`config.mk`:
```
export PLATFORM = sky130hd
export DESIGN_NAME = strap_boot_loader
export DESIGN_NICKNAME = d
export VERILOG_FILES = /design/src/rtl/strap_pkg.sv /design/src/rtl/strap_reset_seq.sv /design/src/rtl/strap_latch.sv /design/src/rtl/strap_default_loader.sv /design/src/rtl/strap_boot_loader.sv
export SDC_FILE = /design/constraint.sdc
export NUM_CORES = 1
export LEC_CHECK = 0
export BUFFER_PORTS_ARGS = -buffer_cell sky130_fd_sc_hd__buf_4
export CAP_MARGIN = 20
export CORE_MARGIN = 10
export CORE_UTILIZATION = 49
export DETAILED_ROUTE_END_ITERATION = 7
export GPL_TIMING_DRIVEN = 0
export PLACE_DENSITY = 0.77
export SYNTH_ARGS = -nofsm -noshare
export SYNTH_HDL_FRONTEND = slang
export SYNTH_SLANG_ARGS = --single-unit
```
`constraint.sdc`:
```
create_clock -name clk -period 1.65 [get_ports clk]
set_input_delay 0.4125 -clock clk [delete_from_list [all_inputs] [get_ports clk]]
set_output_delay 0.4125 -clock clk [all_outputs]
set_load 0.02 [all_outputs]
```
`src/rtl/strap_pkg.sv`:
```
package strap_pkg;
  localparam int STRAP_W = 4;
  localparam int ADDR_W  = STRAP_W - 1;
  localparam int FTW_W   = 16;

  typedef enum logic [1:0] {
    PH_OFF   = 2'd0,
    PH_PULSE = 2'd1,
    PH_RUN   = 2'd2
  } seq_state_t;

  // Default tuning words: round(f_MHz * 65536 / 1000) at a 1 GHz sample clock
  function automatic logic [FTW_W-1:0] default_word(input logic [ADDR_W-1:0] idx);
    logic [FTW_W-1:0] w;
    case (idx)
      3'd1:    w = 16'd2548;
      3'd2:    w = 16'd3397;
      3'd3:    w = 16'd4026;
      3'd4:    w = 16'd5096;
      3'd5:    w = 16'd6039;
      3'd6:    w = 16'd8053;
      3'd7:    w = 16'd10192;
      default: w = '0;
    endcase
    return w;
  endfunction
endpackage

```
`src/rtl/strap_reset_seq.sv`:
```
module strap_reset_seq
  import strap_pkg::*;
#(
  parameter int PULSE_CYC = 8
) (
  input  logic clk,
  input  logic hv_ok_i,
  input  logic lv_ok_i,
  input  logic ext_rst_i,
  output logic pwr_off_o,
  output logic rst_pulse_o,
  output logic capture_o,
  output logic run_o
);
  localparam int CNT_W = (PULSE_CYC > 1) ? $clog2(PULSE_CYC) : 1;
  localparam logic [CNT_W-1:0] RELOAD = CNT_W'(PULSE_CYC - 1);

  seq_state_t state_q, state_d;
  logic [CNT_W-1:0] cnt_q, cnt_d;
  logic pulse_q;

  assign pwr_off_o = !(hv_ok_i && lv_ok_i);

  always_comb begin
    state_d   = state_q;
    cnt_d     = cnt_q;
    capture_o = 1'b0;
    case (state_q)
      PH_OFF: begin
        state_d = PH_PULSE;
        cnt_d   = RELOAD;
      end
      PH_PULSE: begin
        if (ext_rst_i) begin
          cnt_d = RELOAD;
        end else if (cnt_q == '0) begin
          state_d   = PH_RUN;
          capture_o = 1'b1;
        end else begin
          cnt_d = cnt_q - 1'b1;
        end
      end
      PH_RUN: begin
        if (ext_rst_i) begin
          state_d = PH_PULSE;
          cnt_d   = RELOAD;
        end
      end
      default: begin
        state_d = PH_OFF;
        cnt_d   = '0;
      end
    endcase
  end

  always_ff @(posedge clk) begin
    if (pwr_off_o) begin
      state_q <= PH_OFF;
      cnt_q   <= '0;
      pulse_q <= 1'b0;
    end else begin
      state_q <= state_d;
      cnt_q   <= cnt_d;
      pulse_q <= (state_d == PH_PULSE);
    end
  end

  assign rst_pulse_o = pulse_q;
  assign run_o       = (state_q == PH_RUN);

  a_r1_no_pulse_unpowered: assert property (@(posedge clk) pwr_off_o |=> !rst_pulse_o)
    else $error("R1: pulse while supplies bad");
  a_r2_pulse_after_power: assert property (@(posedge clk) disable iff (pwr_off_o)
    (state_q == PH_OFF) |=> rst_pulse_o)
    else $error("R2: no pulse after supplies good");
  a_r3_manual_pulse: assert property (@(posedge clk) disable iff (pwr_off_o)
    ext_rst_i |=> rst_pulse_o)
    else $error("R3: manual reset did not hold pulse");
  a_r5_capture_at_fall: assert property (@(posedge clk) disable iff (pwr_off_o)
    capture_o |=> !rst_pulse_o)
    else $error("R5: capture not at falling edge");
endmodule

```
`src/rtl/strap_latch.sv`:
```
module strap_latch
  import strap_pkg::*;
(
  input  logic               clk,
  input  logic               pwr_off_i,
  input  logic               capture_i,
  input  logic               run_i,
  input  logic               ext_rst_i,
  input  logic [STRAP_W-1:0] pad_in_i,
  input  logic [STRAP_W-1:0] status_i,
  output logic [STRAP_W-1:0] strap_o,
  output logic               pad_oe_o,
  output logic [STRAP_W-1:0] pad_out_o
);
  logic [STRAP_W-1:0] strap_q;
  logic               oe_q;
  logic [STRAP_W-1:0] pout_q;

  always_ff @(posedge clk) begin
    if (pwr_off_i) begin
      strap_q <= '0;
      oe_q    <= 1'b0;
      pout_q  <= '0;
    end else begin
      if (capture_i) strap_q <= pad_in_i;
      oe_q   <= run_i && !ext_rst_i;
      pout_q <= status_i;
    end
  end

  assign strap_o   = strap_q;
  assign pad_oe_o  = oe_q;
  assign pad_out_o = pout_q;

  a_r5_strap_hold: assert property (@(posedge clk) disable iff (pwr_off_i)
    !capture_i |=> $stable(strap_o))
    else $error("R5: strap changed outside capture");
  a_r4_oe_after_run: assert property (@(posedge clk) disable iff (pwr_off_i)
    !run_i |=> !pad_oe_o)
    else $error("R4: pads driven before run");
endmodule

```
`src/rtl/strap_default_loader.sv`:
```
module strap_default_loader
  import strap_pkg::*;
#(
  parameter int MULT_W   = 6,
  parameter int MULT_DEF = 40
) (
  input  logic               clk,
  input  logic               pwr_off_i,
  input  logic               capture_i,
  input  logic [STRAP_W-1:0] pad_in_i,
  output logic               ftw_we_o,
  output logic [FTW_W-1:0]   ftw_data_o,
  output logic               clk_direct_o,
  output logic [MULT_W-1:0]  pll_mult_o
);
  logic [ADDR_W-1:0] addr;
  logic              mode_bit;
  logic [FTW_W-1:0]  rom_q;
  logic              we_q;
  logic              dir_q;
  logic [MULT_W-1:0] mult_q;

  assign addr     = pad_in_i[ADDR_W-1:0];
  assign mode_bit = pad_in_i[STRAP_W-1];

  // Synchronous-read ROM: read enable is the capture edge
  always_ff @(posedge clk) begin
    if (pwr_off_i) begin
      rom_q <= '0;
    end else if (capture_i) begin
      rom_q <= default_word(addr);
    end
  end

  always_ff @(posedge clk) begin
    if (pwr_off_i) begin
      we_q   <= 1'b0;
      dir_q  <= 1'b0;
      mult_q <= '0;
    end else begin
      we_q <= capture_i;
      if (capture_i) begin
        dir_q  <= mode_bit;
        mult_q <= mode_bit ? '0 : MULT_W'(MULT_DEF);
      end
    end
  end

  assign ftw_we_o     = we_q;
  assign ftw_data_o   = rom_q;
  assign clk_direct_o = dir_q;
  assign pll_mult_o   = mult_q;

  a_r6_single_strobe: assert property (@(posedge clk) disable iff (pwr_off_i)
    ftw_we_o |=> !ftw_we_o)
    else $error("R6: write strobe longer than one cycle");
  a_r6_word_hold: assert property (@(posedge clk) disable iff (pwr_off_i)
    !capture_i |=> $stable(ftw_data_o))
    else $error("R6: tuning word changed without load");
endmodule

```
`src/rtl/strap_boot_loader.sv`:
```
module strap_boot_loader
  import strap_pkg::*;
#(
  parameter int PULSE_CYC = 8,
  parameter int MULT_W    = 6,
  parameter int MULT_DEF  = 40
) (
  input  logic               clk,
  input  logic               hv_ok_i,
  input  logic               lv_ok_i,
  input  logic               ext_rst_i,
  input  logic [STRAP_W-1:0] pad_in_i,
  input  logic [STRAP_W-1:0] status_i,
  output logic [STRAP_W-1:0] pad_out_o,
  output logic               pad_oe_o,
  output logic               rst_pulse_o,
  output logic [STRAP_W-1:0] strap_o,
  output logic               clk_direct_o,
  output logic [MULT_W-1:0]  pll_mult_o,
  output logic               ftw_we_o,
  output logic [FTW_W-1:0]   ftw_data_o
);
  logic pwr_off, capture, run;

  strap_reset_seq #(.PULSE_CYC(PULSE_CYC)) u_seq (
    .clk(clk), .hv_ok_i(hv_ok_i), .lv_ok_i(lv_ok_i), .ext_rst_i(ext_rst_i),
    .pwr_off_o(pwr_off), .rst_pulse_o(rst_pulse_o), .capture_o(capture), .run_o(run)
  );

  strap_latch u_latch (
    .clk(clk), .pwr_off_i(pwr_off), .capture_i(capture), .run_i(run),
    .ext_rst_i(ext_rst_i), .pad_in_i(pad_in_i), .status_i(status_i),
    .strap_o(strap_o), .pad_oe_o(pad_oe_o), .pad_out_o(pad_out_o)
  );

  strap_default_loader #(.MULT_W(MULT_W), .MULT_DEF(MULT_DEF)) u_load (
    .clk(clk), .pwr_off_i(pwr_off), .capture_i(capture), .pad_in_i(pad_in_i),
    .ftw_we_o(ftw_we_o), .ftw_data_o(ftw_data_o),
    .clk_direct_o(clk_direct_o), .pll_mult_o(pll_mult_o)
  );

  a_r4_no_drive_in_reset: assert property (@(posedge clk) disable iff (pwr_off)
    rst_pulse_o |-> !pad_oe_o)
    else $error("R4: pads driven during reset");
  a_r8_mode_follows_strap: assert property (@(posedge clk) disable iff (pwr_off)
    ftw_we_o |-> (clk_direct_o == strap_o[STRAP_W-1]))
    else $error("R8: clock mode differs from strap");
  a_r6_strobe_with_strap: assert property (@(posedge clk) disable iff (pwr_off)
    ftw_we_o |-> !rst_pulse_o)
    else $error("R6: load during reset");
endmodule

```
== After elaboration in Yosys (flattened, before gate mapping) ==
Cells that the tools add are included.
Storage, ports and cells
  bits in registers: 39
  input bits: 12
  word-level logic and storage cells: 42
Operators by class
  add/sub/neg operators: 1
  equal/unequal tests: 12
  mux-type cells: 13
  reduce and logical (&&, ||, !) cells: 6
Operator list (count)
  14-bit one-hot mux with 7 select lines: 1
  3-bit == test, second input constant: 4
  3-bit 2-to-1 mux: 3
  3-bit one-hot mux with 3 select lines: 1
  3-bit by 2-bit == test with 1-bit output, second input constant: 2
  2-bit 2-to-1 mux: 3
  6-bit 2-to-1 mux: 1
  2-bit one-hot mux with 3 select lines: 1
  2-bit by 1-bit == test with 1-bit output, second input constant: 2
  3-bit by 1-bit == test with 1-bit output, second input constant: 1
  3-bit logical NOT: 1
  1-bit 2-to-1 mux: 3
  3-bit != test, second input constant: 1
  3-bit by 1-bit subtractor with 3-bit output, second input constant: 1
  2-bit == test, second input constant: 1
  1-bit logical AND: 2
  2-bit logical NOT: 1
  2-bit != test, second input constant: 1
  2-bit AND reduction: 1
  1-bit logical NOT: 1

== Depth between registers and ports, before layout ==
  word-level depth: 5
  gate-level depth with buffers: 7

== Cells and area by module ==
Synthesis repeated with hierarchy kept, for this count alone.
Second synthesis, totals
  cell total of the unflattened synthesis: 149
  area total of the unflattened synthesis: 1458.9 µm²
By module, submodules not included
  strap_default_loader: instances 1, cells an instance 86, area each 784.5 µm², seq. area each 340.3 µm²
  strap_reset_seq: instances 1, cells an instance 39, area each 384.1 µm², seq. area each 120.1 µm²
  strap_latch: instances 1, cells an instance 24, area each 290.3 µm², seq. area each 180.2 µm²

== Least setup slack after synthesis ==
OpenSTA, ideal clock, no wires.
  path kind: flip-flop to flip-flop
  start: register u_seq.cnt_q[0]
  end: register u_load.rom_q[6] (netlist: u_load.ftw_data_o[6])
  arrival: 1368 ps
  data required time: 1528 ps
  path slack: 160 ps
  cell stages (with the launch flop): 7
  cell sequence: dfxtp_1 > inv_1 > ha_1 > and4bb_1 > buf_4 > nand2_2 > o311a_1
On the way
  cells in the longest elaborated chain, start to end: 4
Ends and longest elaborated chain
  start, declared: line strap_reset_seq.sv:19  | logic [CNT_W-1:0] cnt_q, cnt_d;
  start signal, assigned: line strap_reset_seq.sv:63  | cnt_q <= cnt_d;
  3-bit logical NOT: line strap_reset_seq.sv:36  | end else if (cnt_q == '0) begin
  1-bit 2-to-1 mux: line strap_reset_seq.sv:36
  1-bit 2-to-1 mux: line strap_reset_seq.sv:34  | if (ext_rst_i) begin
  1-bit 2-to-1 mux: line strap_reset_seq.sv:28  | case (state_q)
  end signal, assigned: line strap_default_loader.sv:31  | rom_q <= default_word(addr);
  end, declared: line strap_default_loader.sv:18  | logic [FTW_W-1:0] rom_q;
Every way passes these cells.
A chain may end at the register's enable or synchronous reset.

== Worst setup path in the final report ==
  start: register u_seq.cnt_q[1]
  end: register u_load.rom_q[5] (netlist: u_load.ftw_data_o[5])
The elaborated chain is that of the path after synthesis.

==> metrics.cfg <==
[setup_path]
arrival_ns = 1.89
cp_slowest_cell = or4_1
cp.required_ns = 1.92
path_max_fanout = 6
cp_cell_sequence = inv_1, ha_4, nand4bb_4, or4_1, a21oi_1
worstSetupStartpointType = register
end_kind = register
max_stage_delay_ns = 0.56
crit_type = register to register

[power]
p_sw_mw = 0.394
intPower_mw = 1.02
combinationalPowerShare_pct = 17.1
p_leak_nw = 0.810
power_frac_seq_pct = 55.0
p_clk_share_pct = 27.9
power_density_nw_per_um2 = 766
switching_share_pct = 27.9
finalPower_mw = 1.41
peakVddDrop_uv = 720

[place]
post-place-ws_ns = -0.0870
placedInstanceArea_um2 = 1790
dpl.hpwl_um = 2960
port_buffers = 39
dp_cells = 232
gp_congestion = 0.792

[clocking]
cts_num_sinks = 31
cts_htree_levels = 2
clockRootBuffer = clkbuf_4
cts_tree = yes
cts_buffer_depth = 2
cts_made_buffers = 5
insertion_delay_ns = 0.34
clk_pin_slew_ns = 0.09
hold_buffers = 0

[routing]
ant_nets = 0
drc = 0
first_pass_iters = 5
drt_wl_total_um = 3930
wire_per_inst_um = 16.5
vias = 1358
vias_per_cell = 5.71
dr.first_iter.drc_count = 74

[floorplanning]
die_w_um = 74.2
core_area_um2 = 2780
die-area_um2 = 5500
initial_core_util_pct = 51.7
die_h_um = 74.2
rows = 19
io_pins = 46

[synthesis]
synth_area_leader_cell = dfxtp_1
synth.avg_cell_area_um2 = 9.16
ys_types = 38
synth_warnings = 0
synth_most_common_cell = dfxtp_1
netlist_instances = 157
ys_ff_latch = 31
synthTopCellsByCount = 31 x dfxtp_1, 19 x a21oi_1, 9 x buf_4, 9 x o21ai_0
seq_area_frac_synth_pct = 43.2
synth-edff-count = 0
syn-cell-area_um2 = 1440
async_flop_share_pct = 0
synth-main-ff-cell = dfxtp_1
synthTopCellsByArea = dfxtp_1 43%, a21oi_1 6.6%, ha_1 5.2%, buf_4 4.7%, a211oi_1 4.2%
synth_top_area_share_pct = 43.2

[sta]
tightest_slew_ns = 0.505
hold_violations = 0
slew_violations = 0
post-route-period-util_pct = 98.0
fin_crit_ns = 1.62
max_freq_mhz = 618
whs_ns = 0.316
clock_skew_ns = 0.0117
fin_ws_ns = 0.0329
slew_headroom_pct = 66.3
setup_viol = 0
setup_tns_ns = 0

[run_status]
status = finished, final reports clean

[global_route]
grt_usage_pct = 14.7
grt_pass1_wl_um = 6330
grt_pass1_vias = 1309
grt_max_degree = 11
antenna_found_initial = 0
overflow = 0

[cells_and_area]
fin_cells = 238
drive_gt1_share_pct = 29.5
final_core_utilization_pct = 66.2
antenna_cells = 0
nets = 226
syn_to_final_growth_pct = 28.1
final_area_um2 = 1840

[job]
cap_violations = 0

[min_path]
hold_path.class = input pin to register

[flip-flops by register name, summed over array words and instances (netlist names)]
signal,flops
u_load.pll_mult_o,1
u_latch.pad_oe_o,1
u_load.ftw_we_o,1
u_latch.strap_o,4
u_load.ftw_data_o,14
u_latch.pad_out_o,4
u_seq.state_q,2
u_seq.rst_pulse_o,1
u_seq.cnt_q,3
[logic make-up (layout without fill, tap and decap cells)]
| kind of cell | Yosys count | after routing | share of synthesized area, % |
|---|---|---|---|
| AOI/OAI and AO/OA | 46 | 46 | 20.1 |
| adders and majority gates | 6 | 6 | 5.22 |
| buffers and inverters | 25 | 70 | 9.57 |
| DFF | 31 | 31 | 43.2 |
| muxes | 4 | 4 | 2.79 |
| other | 1 | 6 | 0.261 |
| and+or+nand+nor | 44 | 44 | 18.9 |
[what timing repair did]
item / 4_1_cts / 5_1_grt
setup endpoints to repair: 1 / 5
gates resized for setup: 1 / 3
buffers inserted: 0 / 0
[power by group through the flow]
stage	registers [mW]	clock network, mW	logic (mW)
after detailed placement	0.792	0	0.232
after global placement	0.791	0	0.224
after global routing	0.777	0.441	0.265
final	0.775	0.393	0.242
after CTS	0.775	0.404	0.234
after floorplan	0.804	0	0.142
[critical path, delay by kind of cell, from the launching register on]
family	cells	cell delay, ns
adders and majority gates	1	0.19
buffers and inverters	1	0.13
AOI/OAI and AO/OA	1	0.16
DFF	1	0.33
and+or+nand+nor	2	0.73
[layout by cell type (no fill, tap or decap), drive strengths merged, types with 6 or more instances in the layout]
cell    netlist  layout
a211oi        8       8
a21oi        19      19
and3          6       6
buf          12      51
clkbuf        7      13
conb          1       6
dfxtp        31      31
ha            6       6
nand3         8       8
o21ai         9       9
[worst paths after layout]
path                                      start                            endpoint  slack [ns]  cells after the start
max                 u_seq.cnt_q[1]$_SDFFE_PN0P_   u_load.ftw_data_o[5]$_SDFFE_PN0P_        0.03                      5
min                                 status_i[2]     u_latch.pad_out_o[2]$_SDFF_PN0_        0.32                      2
max reg2reg         u_seq.cnt_q[1]$_SDFFE_PN0P_   u_load.ftw_data_o[5]$_SDFFE_PN0P_        0.03                      5
min reg2reg  u_load.ftw_data_o[11]$_SDFFE_PN0P_  u_load.ftw_data_o[11]$_SDFFE_PN0P_        0.49                      2
[layout make-up]
type	instances	area [um2]
buffer	19	115
clock buffer	6	41.3
fill	256	940
inverter	6	22.5
multi-input combinational	106	711
sequential	31	621
tap	31	38.8
timing repair buffer	39	293
[layer usage]
layer / track usage (%) / wire [um]
met5: 0 / 0
met4: 6.83 / 76
met3: 8.11 / 430
met2: 23.4 / 1780
met1: 15.7 / 1640
Power figures use the tool's default switching activity.
